--- config.mk ---
export PLATFORM = sky130hd
export DESIGN_NAME = div16x8_seq
export DESIGN_NICKNAME = d
export VERILOG_FILES = /design/src/rtl/div16x8_seq.sv
export SDC_FILE = /design/constraint.sdc
export NUM_CORES = 1
export LEC_CHECK = 0
export BUFFER_PORTS_ARGS = -buffer_cell sky130_fd_sc_hd__buf_2
export CAP_MARGIN = 20
export CORE_MARGIN = 3
export CORE_UTILIZATION = 33
export DETAILED_ROUTE_END_ITERATION = 16
export PLACE_DENSITY_LB_ADDON = 0.1
export RECOVER_POWER = 100
export SLEW_MARGIN = 20
export SYNTH_ARGS = -nofsm -noshare
export SYNTH_HDL_FRONTEND = slang
export SYNTH_SLANG_ARGS = --single-unit
--- constraint.sdc ---
create_clock -name clk -period 2.4 [get_ports clk]
set_input_delay 0.48 -clock clk [delete_from_list [all_inputs] [get_ports clk]]
set_output_delay 0.48 -clock clk [all_outputs]
set_load 0.02 [all_outputs]
--- src/rtl/div16x8_seq.sv ---
module div16x8_seq #(
  parameter int unsigned LAT_RUN  = 26,
  parameter int unsigned LAT_ZERO = 10
) (
  input  logic        clk,
  input  logic        rst,
  input  logic        start,
  input  logic [15:0] dividend,
  input  logic [7:0]  divisor,
  output logic        busy,
  output logic        done,
  output logic [15:0] result,
  output logic        flag_c,
  output logic        flag_z,
  output logic        flag_s,
  output logic        flag_v
);
  localparam int unsigned CW = $clog2(LAT_RUN + 1);

  logic [CW-1:0] cnt;
  logic [3:0]    steps;
  logic [7:0]    dvs, rem;
  logic [8:0]    sh;
  logic          by_zero, too_big;

  logic [8:0] trial;
  logic       fits;
  logic [7:0] diff;
  logic       big_in;

  assign trial  = {rem, sh[8]};
  assign fits   = trial >= {1'b0, dvs};
  assign diff   = trial[7:0] - dvs;
  assign big_in = {1'b0, dividend} >= {divisor, 9'b0};

  always_ff @(posedge clk) begin
    if (rst) begin
      busy    <= 1'b0;
      done    <= 1'b0;
      result  <= '0;
      flag_c  <= 1'b0;
      flag_z  <= 1'b0;
      flag_s  <= 1'b0;
      flag_v  <= 1'b0;
      cnt     <= '0;
      steps   <= '0;
      dvs     <= '0;
      rem     <= '0;
      sh      <= '0;
      by_zero <= 1'b0;
      too_big <= 1'b0;
    end else begin
      done <= 1'b0;
      if (!busy) begin
        if (start) begin
          busy    <= 1'b1;
          dvs     <= divisor;
          rem     <= {1'b0, dividend[15:9]};
          sh      <= dividend[8:0];
          by_zero <= (divisor == 8'd0);
          too_big <= big_in;
          steps   <= 4'd9;
          cnt     <= (divisor == 8'd0) ? CW'(LAT_ZERO - 1) : CW'(LAT_RUN - 1);
        end
      end else begin
        if (steps != 4'd0) begin
          steps <= steps - 4'd1;
          rem   <= fits ? diff : trial[7:0];
          sh    <= {sh[7:0], fits};
        end
        if (cnt == '0) begin
          busy <= 1'b0;
          done <= 1'b1;
          if (by_zero) begin
            flag_v <= 1'b1;
            flag_z <= 1'b1;
            flag_c <= 1'b0;
            flag_s <= 1'b0;
          end else begin
            result <= {rem, sh[7:0]};
            flag_v <= too_big | sh[8];
            flag_c <= ~too_big & sh[8];
            flag_z <= (sh[7:0] == 8'd0);
            flag_s <= sh[7];
          end
        end else begin
          cnt <= cnt - CW'(1);
        end
      end
    end
  end
endmodule

# Yosys cells after proc, flatten, opt, wreduce, memory -nomap -nowiden
# Index checks and enable logic that the tools add are counted.
dict set report op_classes {
  bitwise_logic 5
  eq_ne 2
  muxes 22
  n_addsub 3
  n_lt_le_gt_ge 2
  n_reduce_logical 11
}
# operator count
set ops {}
lappend ops {{two-way mux 8 bit} 4}
lappend ops {{two-way mux 9 bit} 3}
lappend ops {{two-way mux 5 bit} 4}
lappend ops {{greater-or-equal comparator 16 x 17 -> 1 bit} 1}
lappend ops {{logical NOT 8 bit} 2}
lappend ops {{two-way mux 4 bit} 3}
lappend ops {{greater-or-equal comparator 9 x 8 -> 1 bit} 1}
lappend ops {{two-way mux 1 bit} 8}
lappend ops {{AND reduction 2 bit} 4}
lappend ops {{subtractor 8 bit} 1}
lappend ops {{logical NOT 5 bit} 1}
lappend ops {{subtractor 5 x 1 -> 5 bit, second input constant} 1}
lappend ops {{nonzero test 4 bit} 1}
lappend ops {{subtractor 4 x 1 -> 4 bit, second input constant} 1}
lappend ops {{inverter 1 bit} 3}
lappend ops {{AND reduction 3 bit} 1}
lappend ops {{!= test 2 x 1 -> 1 bit, second input constant} 1}
lappend ops {{!= test 2 bit, second input constant} 1}
lappend ops {{nonzero test 2 bit} 1}
lappend ops {{OR reduction 2 bit} 1}
lappend ops {{bitwise AND 1 bit} 1}
lappend ops {{OR 1 bit} 1}
dict set report totals {
  output_inout_bits 22
  reg_bits 58
  in_bits 27
}

# Longest topological paths before layout
# Gate-level depths: netlist of run 1.
dict set report logic_depth {
  depth_word 4
  mapped_depth 8
  ltp_nobuf 8
}

# Worst setup path before layout of run 1
# Ideal clock, no wire load.
dict set report synth_path {
  path_type {reg-to-reg}
  start {register sh[8]}
  end {register rem[6]}
  t_required_ns 2.321
  setup_time_ns 0.079
  stages_incl_launch_ff 9
  t_arrival_ns 1.823
  slack_ns 0.498
  period_less_slack_ns 1.902
  cell_sequence {dfxtp_1 > inv_1 > ha_1 > fa_1 > nand2b_1 > a2111o_1 > o311ai_0 > o211ai_1 > o211ai_1}
}
dict set report synth_via {
  elab_chain_cells 4
  elab_cells_between_ends 5
  classes_between {1 x add/sub; 1 x order compare; 3 x mux}
}
# item line
set synth_lines {}
lappend synth_lines {{start: declaration} 23} ;# logic [8:0] sh;
lappend synth_lines {{start signal: assignment} 59} ;# sh <= dividend[8:0];
lappend synth_lines {{start signal: assignment} 69} ;# sh <= {sh[7:0], fits};
lappend synth_lines {{subtractor 8 bit / greater-or-equal comparator 9 x 8 -> 1 bit (equally long branches)} {33, 32}}
lappend synth_lines {{two-way mux 8 bit *} 68} ;# rem <= fits ? diff : trial[7:0];
lappend synth_lines {{two-way mux 8 bit *} 66} ;# if (steps != 4'd0) begin
lappend synth_lines {{two-way mux 8 bit *} 54} ;# if (!busy) begin
lappend synth_lines {{end signal: assignment} 58} ;# rem <= {1'b0, dividend[15:9]};
lappend synth_lines {{end signal: assignment} 68}
lappend synth_lines {{end: declaration} 22} ;# logic [7:0] dvs, rem;
# Every way passes the cells marked *; elsewhere a longest branch is shown, timed or not. The select of a mux whose other input is x is not followed.
# A chain may end at the register's enable or synchronous reset.

# Worst setup path in the final report of run 1
dict set report layout_path {
  start {input rst}
  end {register rem[3]}
}
# item line
set layout_lines {}
lappend layout_lines {{start: declaration} 6} ;# input logic rst,
# No word-level cell between the ends.

==> qor.csv, run 1 <==
stage,metric,value,unit
min_path,hold_class,in2reg,
synthesis,ys_seq_area_share,37.0,%
routing,wl_met1,4370,um
global_routing,antenna_found_initial,0,
floorplanning,ioPinCount,49,
timing,fin_crit,2.11,ns
synthesis,synth_flop_cell,dfxtp_1,
worst_setup_path,critPathLaunchType,primary input,
clock_tree,holdBufCountCts,0,
floorplanning,fp.coreArea,8980,sq um
timing,rsz0062_at_grt,no,
floorplanning,dieWidth,103,um
timing,finalSetupTns,0,ns
timing,clock-skew-final,0.00927,ns
global_routing,grt_overflow,0,
power,peakVddDrop,275,uV
timing,worst_pin_slew,1.13,ns
clock_tree,cts.path.max_buffers,2,
global_routing,globalRouteTotalUtil,16.4,%
placed_design,io_buffers,48,
placed_design,dp_hpwl,6180,um
routing,wl_met3,329,um
timing,maxSlewViolCount,0,
placed_design,gp_congestion,0.847,
status,status,"finished, final reports clean",
worst_setup_path,cp_num_buf_inv,2,
layout,fin_nets,458,
worst_setup_path,slowest_delay,0.81,ns
synthesis,syn_area_per_cell,8.61,sq um
worst_setup_path,crit_fanout,34,
routing,drt-initial-drc-count,70,
clock_tree,cts_root_buf,clkbuf_8,
synthesis,syn-cell-area,3140,sq um
floorplanning,die-area,10700,sq um
routing,wl_met2,3630,um
worst_setup_path,path_delay_family,buffers and inverters,
routing,highest_layer,met4,
floorplanning,start_util,34.9,%
worst_setup_path,critical_path.slowest_cell,clkbuf_1,
layout,antenna_cells,0,
power,p_per_area,762,nW/um^2
synthesis,synth_fp_nets,410,
power,p_total,2.72,mW
routing,vias,2712,
clock_tree,cts-resized-gates,0,
synthesis,yosys_warnings,0,
layout,drive_above_1_share,13.5,%
synthesis,yosys_register_bits,58,
min_path,hold_path_depth,3,
layout,area_delta_synth_final,13.7,%
worst_setup_path,critPathRequiredTime,2.59,ns
worst_setup_path,end_kind,flip-flop,
clock_tree,cts_tree,built,
run,cap_viol_max_count,0,
layout,final_common_cell,dfxtp_1,
routing,viasPerCell,5.00,
timing,finalCritPeriodShare,88.1,%
worst_setup_path,crit_chain,"clkbuf_1, clkbuf_2, o221ai_1",
timing,slew_headroom,24.6,%
global_routing,grt_max_degree,35,
clock_tree,ctsHtreeMaxLevel,3,
floorplanning,die_h,103,um
layout,final_cell_mix,"dfxtp_1, nor2_1, nand2_1, a21oi_1, clkbuf_1",
timing,fmax,473,MHz
clock_tree,cts-buffers-inserted,9,
layout,fin_util,39.7,%
synthesis,syn_inst,364,
worst_setup_path,cp_num_cells,3,
worst_setup_path,critPathKind,in2reg,
global_routing,grt_pass1_vias,2541,
power,p_leak,1.40,nW
floorplanning,rows,34,
clock_tree,cts_sinks,58,
global_routing,grt_pass1_wl,13400,um
synthesis,ys_types,61,
synthesis,synthArstFlopShare,0,%
timing,setup_violations,0,
layout,fillCellCount,966,
timing,final_hold_viol_count,0,
worst_setup_path,crit_arrival,2.30,ns
clock_tree,cts_setup_buffers,0,
routing,wl,8400,um
clock_tree,clk_latency,0.34,ns
synthesis,synth_edf_count,0,
routing,drc_errors,0,
worst_setup_path,rr_worst_depth,7,
routing,ant_nets,0,
routing,wl_per_cell,15.5,um
routing,drtPass1Iterations,4,
clock_tree,clkTransAtPathRegs,0.07,ns
-- per-layer routing --
metal	track usage, %	vias up
met5	0	-
met2	24.5	49
met1	23.6	1251
li1	-	1403
met3	4.49	9
met4	3.29	0
-- per-stage QoR --
step / setup WS (ns) / hold slack, ns / std cells / instance area, sq um
floorplan: 0.498 / 0.436 / 364 / 3140
global placement: 0.319 / 0.443 / 527 / 3470
detailed placement: 0.293 / 0.449 / 527 / 3470
CTS: 0.317 / 0.387 / 542 / 3640
global route: 0.0995 / 0.390 / 542 / 3570
finish: 0.286 / 0.402 / 542 / 3570
-- synthesized netlist by cell type, drive strengths merged, types with 3 or more instances --
| cell type | number | area [sq um] |
|---|---|---|
| nand2b | 4 | 25.0 |
| a22oi | 5 | 37.5 |
| nor4b | 3 | 26.3 |
| o211ai | 5 | 37.5 |
| a31oi | 3 | 33.8 |
| xor2 | 3 | 26.3 |
| nor3 | 5 | 30.0 |
| dfxtp | 58 | 1160 |
| o2111ai | 3 | 32.5 |
| nor4 | 5 | 37.5 |
| o221ai | 5 | 43.8 |
| nand3 | 8 | 50.1 |
| ha | 18 | 225 |
| o21ai | 11 | 55.1 |
| nor2b | 4 | 25.0 |
| mux2i | 19 | 190 |
| nor2 | 46 | 189 |
| a21oi | 30 | 158 |
| a21o | 4 | 31.3 |
| a211oi | 11 | 82.6 |
| nand2 | 44 | 180 |
| buf | 11 | 86.3 |
| inv | 24 | 90.1 |
| clkbuf | 7 | 26.3 |
-- where the power goes --
part / total, mW / switching (mW) / internal, mW / leakage, nW
sequential: 1.12 / 0.0770 / 1.05 / 0.475
clock: 0.811 / 0.386 / 0.425 / 0.0855
combinational: 0.782 / 0.484 / 0.298 / 0.836
-- path summary, 6_finish.rpt --
path / from / to / slack (ns)
worst max register to register: dvs[1] / rem[4] / 0.30
worst min register to register: result[7] / result[7] / 0.45
worst max-delay path: rst / rem[3] / 0.29
worst min-delay path: divisor[3] / dvs[3] / 0.40
-- cell families after synthesis --
group	count (synthesis)	share of synthesized area, %
XOR/XNOR	5	1.40
AO/OA/AOI/OAI	91	20.6
adder cells (fa/ha/maj)	19	7.82
multiplexers	20	6.42
buffers and inverters	43	6.58
AND/OR/NAND/NOR	128	20.2
flip-flops	58	37.0
-- registers in the layout, summed over array words and instances (netlist names) --
| signal | flops |
|---|---|
| flag_v | 1 |
| rem | 8 |
| steps | 4 |
| by_zero | 1 |
| too_big | 1 |
| sh | 9 |
| done | 1 |
| result | 16 |
| flag_z | 1 |
| cnt | 5 |
| flag_c | 1 |
| flag_s | 1 |
| dvs | 8 |
| busy | 1 |
-- worst reg2reg max path, cell delays in order (launching register included) --
cell       delay, ns
dfxtp_1         0.38
inv_1           0.06
ha_1            0.31
nor2b_1         0.14
o2111ai_1       0.44
a31oi_4         0.24
o211ai_1        0.22
o221ai_1        0.13
-- area by class of cell --
| class | count | area, sq um | share of cell area, % |
|---|---|---|---|
| clock buffers | 13 | 159 | 4.46 |
| clock inverters | 2 | 12.5 | 0.351 |
| inverters | 25 | 93.8 | 2.63 |
| multi-input cells | 263 | 1730 | 48.5 |
| flip-flops and latches | 58 | 1160 | 32.6 |
| well taps | 126 | 158 | 4.42 |
| repair buffers | 55 | 254 | 7.12 |
No activity file was read; power rests on OpenSTA's default activity.
==> run 2: changes to the inputs <==
--- a/config.mk
+++ b/config.mk
@@ -7,11 +7,13 @@
 export LEC_CHECK = 0
 export BUFFER_PORTS_ARGS = -buffer_cell sky130_fd_sc_hd__buf_2
 export CAP_MARGIN = 20
+export CORE_ASPECT_RATIO = 1.1
 export CORE_MARGIN = 3
 export CORE_UTILIZATION = 33
 export DETAILED_ROUTE_END_ITERATION = 16
 export PLACE_DENSITY_LB_ADDON = 0.1
 export RECOVER_POWER = 100
+export REMOVE_ABC_BUFFERS = 1
 export SLEW_MARGIN = 20
 export SYNTH_ARGS = -nofsm -noshare
 export SYNTH_HDL_FRONTEND = slang
==> run 2 against run 1 <==
Net effect: die area about the same; flip-flop and latch count stayed put; sequential power hardly changed; via count up 1.4%; count of clock-buffer cells in the layout fell by 1; first-iteration DRC count increased by 56%; critical path depth rose by 5; clock skew fell by 0.0022 ns; non-clock buffer count down 2; clock power grew 19%.
==> qor.csv, run 2 (synthesis gave the netlist of run 1 again) <==
stage,metric,value,unit,change
layout,largest_register_ffs,16,,unchanged
routing,drtPass1Iterations,4,,unchanged
layout,top_regs,"result: 16 flops, sh: 9 flops",,
power,power_switching,0.950,mW,+0.30%
timing,clock-skew-final,0.00705,ns,-0.00222 ns
min_path,hold_class,in2reg,,
power,p_comb_share,26.6,%,-2.2 points
floorplanning,die_h,108,um,+4.6%
timing,fin_crit,2.12,ns,+0.00521 ns
timing,maxSlewViolCount,0,,unchanged
floorplanning,start_util,34.6,%,-0.30 points
power,p_sw_share,33.4,%,-1.5 points
status,status,"finished, final reports clean",,
placed_design,io_buffers,48,,unchanged
routing,wl_per_cell,16.1,um,+3.8%
layout,fin_util,39.5,%,-0.19 points
clock_tree,ctsHtreeMaxLevel,3,,unchanged
power,p_per_area,796,nW/um^2,+4.5%
worst_setup_path,crit_arrival,2.39,ns,+0.09 ns
layout,drive_above_1_share,13.7,%,+0.27 points
power,p_int,1.90,mW,+7.3%
timing,finalSetupTns,0,ns,unchanged
power,clkPwrFrac,33.9,%,+4.1 points
timing,rsz0062_at_grt,no,,
worst_setup_path,cp_num_buf_inv,1,,-1
worst_setup_path,slowest_delay,0.39,ns,-0.42 ns
worst_setup_path,critPathMostFrequentCell,o211ai_1,,
clock_tree,cts_sinks,58,,unchanged
routing,wl,8510,um,+1.3%
power,pwr-share-seq,39.5,%,-1.9 points
global_routing,grt_overflow,0,,unchanged
layout,antenna_cells,0,,unchanged
worst_setup_path,rr_worst_depth,8,,+1
worst_setup_path,reg2reg_slack,0.28,ns,-0.02 ns
global_routing,grt_pass1_wl,14000,um,+4.2%
worst_setup_path,end_kind,flip-flop,,
timing,setup_violations,0,,unchanged
placed_design,gp_congestion,0.831,,-1.8%
clock_tree,cts.path.max_buffers,2,,unchanged
layout,final_common_cell,dfxtp_1,,
timing,slew_headroom,45.3,%,+21 points
floorplanning,fp.coreArea,9050,sq um,+0.86%
routing,drc_errors,0,,unchanged
clock_tree,cts-resized-gates,0,,unchanged
power,p_leak,1.43,nW,+2.1%
worst_setup_path,critPathRequiredTime,2.67,ns,+0.08 ns
layout,top_register,result,,
timing,finalCritPeriodShare,88.3,%,+0.22 points
clock_tree,clkTransAtPathRegs,0.07,ns,about the same
timing,worst_pin_slew,0.820,ns,-0.311 ns
clock_tree,cts_root_buf,clkbuf_8,,
layout,fin_nets,456,,-0.44%
floorplanning,rows,36,,+5.9%
run,cap_viol_max_count,0,,unchanged
clock_tree,cts_setup_buffers,0,,unchanged
power,peakVddDrop,328,uV,+19%
clock_tree,clk_latency,0.34,ns,about the same
worst_setup_path,critical_path.slowest_cell,fa_1,,
routing,vias,2749,,+1.4%
floorplanning,ioPinCount,49,,unchanged
worst_setup_path,crit_fanout,4,,-88%
worst_setup_path,reg2reg_to,rem[6],,
clock_tree,holdBufCountCts,0,,unchanged
global_routing,globalRouteTotalUtil,16.6,%,+0.21 points
worst_setup_path,path_delay_family,compound AO/OA/AOI/OAI gates,,
placed_design,dp_hpwl,6340,um,+2.7%
clock_tree,cts-buffers-inserted,9,,unchanged
global_routing,grt_pass1_vias,2749,,+8.2%
global_routing,antenna_found_initial,1,,+1
floorplanning,die-area,10700,sq um,about the same
worst_setup_path,cp_num_cells,8,,+5
worst_setup_path,crit_chain,"inv_1, ha_1, fa_1, nand2b_1, a2111o_1, o311ai_0, o211ai_1, o211ai_1",,
timing,fmax,472,MHz,-0.25%
routing,viasPerCell,5.20,,+3.9%
layout,area_delta_synth_final,14.2,%,
worst_setup_path,crit_end,rem[6],,
worst_setup_path,timing.rr.start,sh[8],,
floorplanning,dieWidth,98.9,um,-4.4%
routing,drt-initial-drc-count,109,,+56%
worst_setup_path,critPathLaunchType,flip-flop,,
clock_tree,cts_tree,built,,
worst_setup_path,critPathKind,reg2reg,,
layout,final_cell_mix,"dfxtp_1, nor2_1, nand2_1, a21oi_1, buf_2",,
timing,final_hold_viol_count,0,,unchanged
worst_setup_path,startpoint,sh[8],,
global_routing,grt_max_degree,39,,+11%
routing,ant_nets,0,,unchanged
[run 2: area by class of cell]
| type | count | area [sq um] |
|---|---|---|
| flip-flops and latches | 58 | 1160 |
| clock inverters | 4 | 48.8 |
| well taps | 114 | 143 |
| repair buffers | 53 | 246 |
| fillers | 955 | 5470 |
| inverters | 25 | 93.8 |
| clock buffers | 12 | 165 |
| multi-input cells | 263 | 1720 |
[run 2: layer usage]
metal / GRT usage, % / up-vias / routed length (um)
li1: - / 1387 / -
met1: 22.8 / 1274 / 4230
met2: 25.0 / 71 / 3640
met3: 4.19 / 15 / 468
met4: 6.15 / 2 / 159
met5: 0 / - / 13
[run 2: how the worst min path moves through the flow]
stage                     cells past startpoint  slack (ns)         end        from
final                                         3        0.40      dvs[1]  divisor[1]
after global routing                          3        0.40      dvs[1]  divisor[1]
after detailed placement                      2        0.45  result[12]  result[12]
after global placement                        2        0.44      flag_s      flag_s
after floorplan                               2        0.43      dvs[2]      dvs[2]
after CTS                                     3        0.39      dvs[1]  divisor[1]
[run 2: tightest hold or removal path, cell delays in order]
cell	delay, ns
buf_2	0.11
nand2_1	0.05
a21oi_1	0.05
[run 2: power by group through the flow]
stage / Sequential, mW / Clock, mW / Combinational, mW
6_report: 1.13 / 0.964 / 0.758
5_1_grt: 1.14 / 1.05 / 0.857
4_1_cts: 1.13 / 0.999 / 0.804
3_5_place_dp: 1.15 / 0 / 0.802
3_3_place_gp: 1.15 / 0 / 0.799
2_1_floorplan: 1.15 / 0 / 0.558
[run 2: stage by stage]
step / cells / hold WS [ns] / power [mW] / setup slack [ns] / instance area (sq um)
after global routing: 529 / 0.400 / 3.04 / 0.0967 / 3580
after detailed placement: 513 / 0.445 / 1.95 / 0.268 / 3440
after floorplan: 346 / 0.430 / 1.70 / 0.217 / 3020
after CTS: 529 / 0.388 / 2.93 / 0.253 / 3660
after global placement: 513 / 0.443 / 1.95 / 0.301 / 3440
final: 529 / 0.404 / 2.85 / 0.280 / 3580
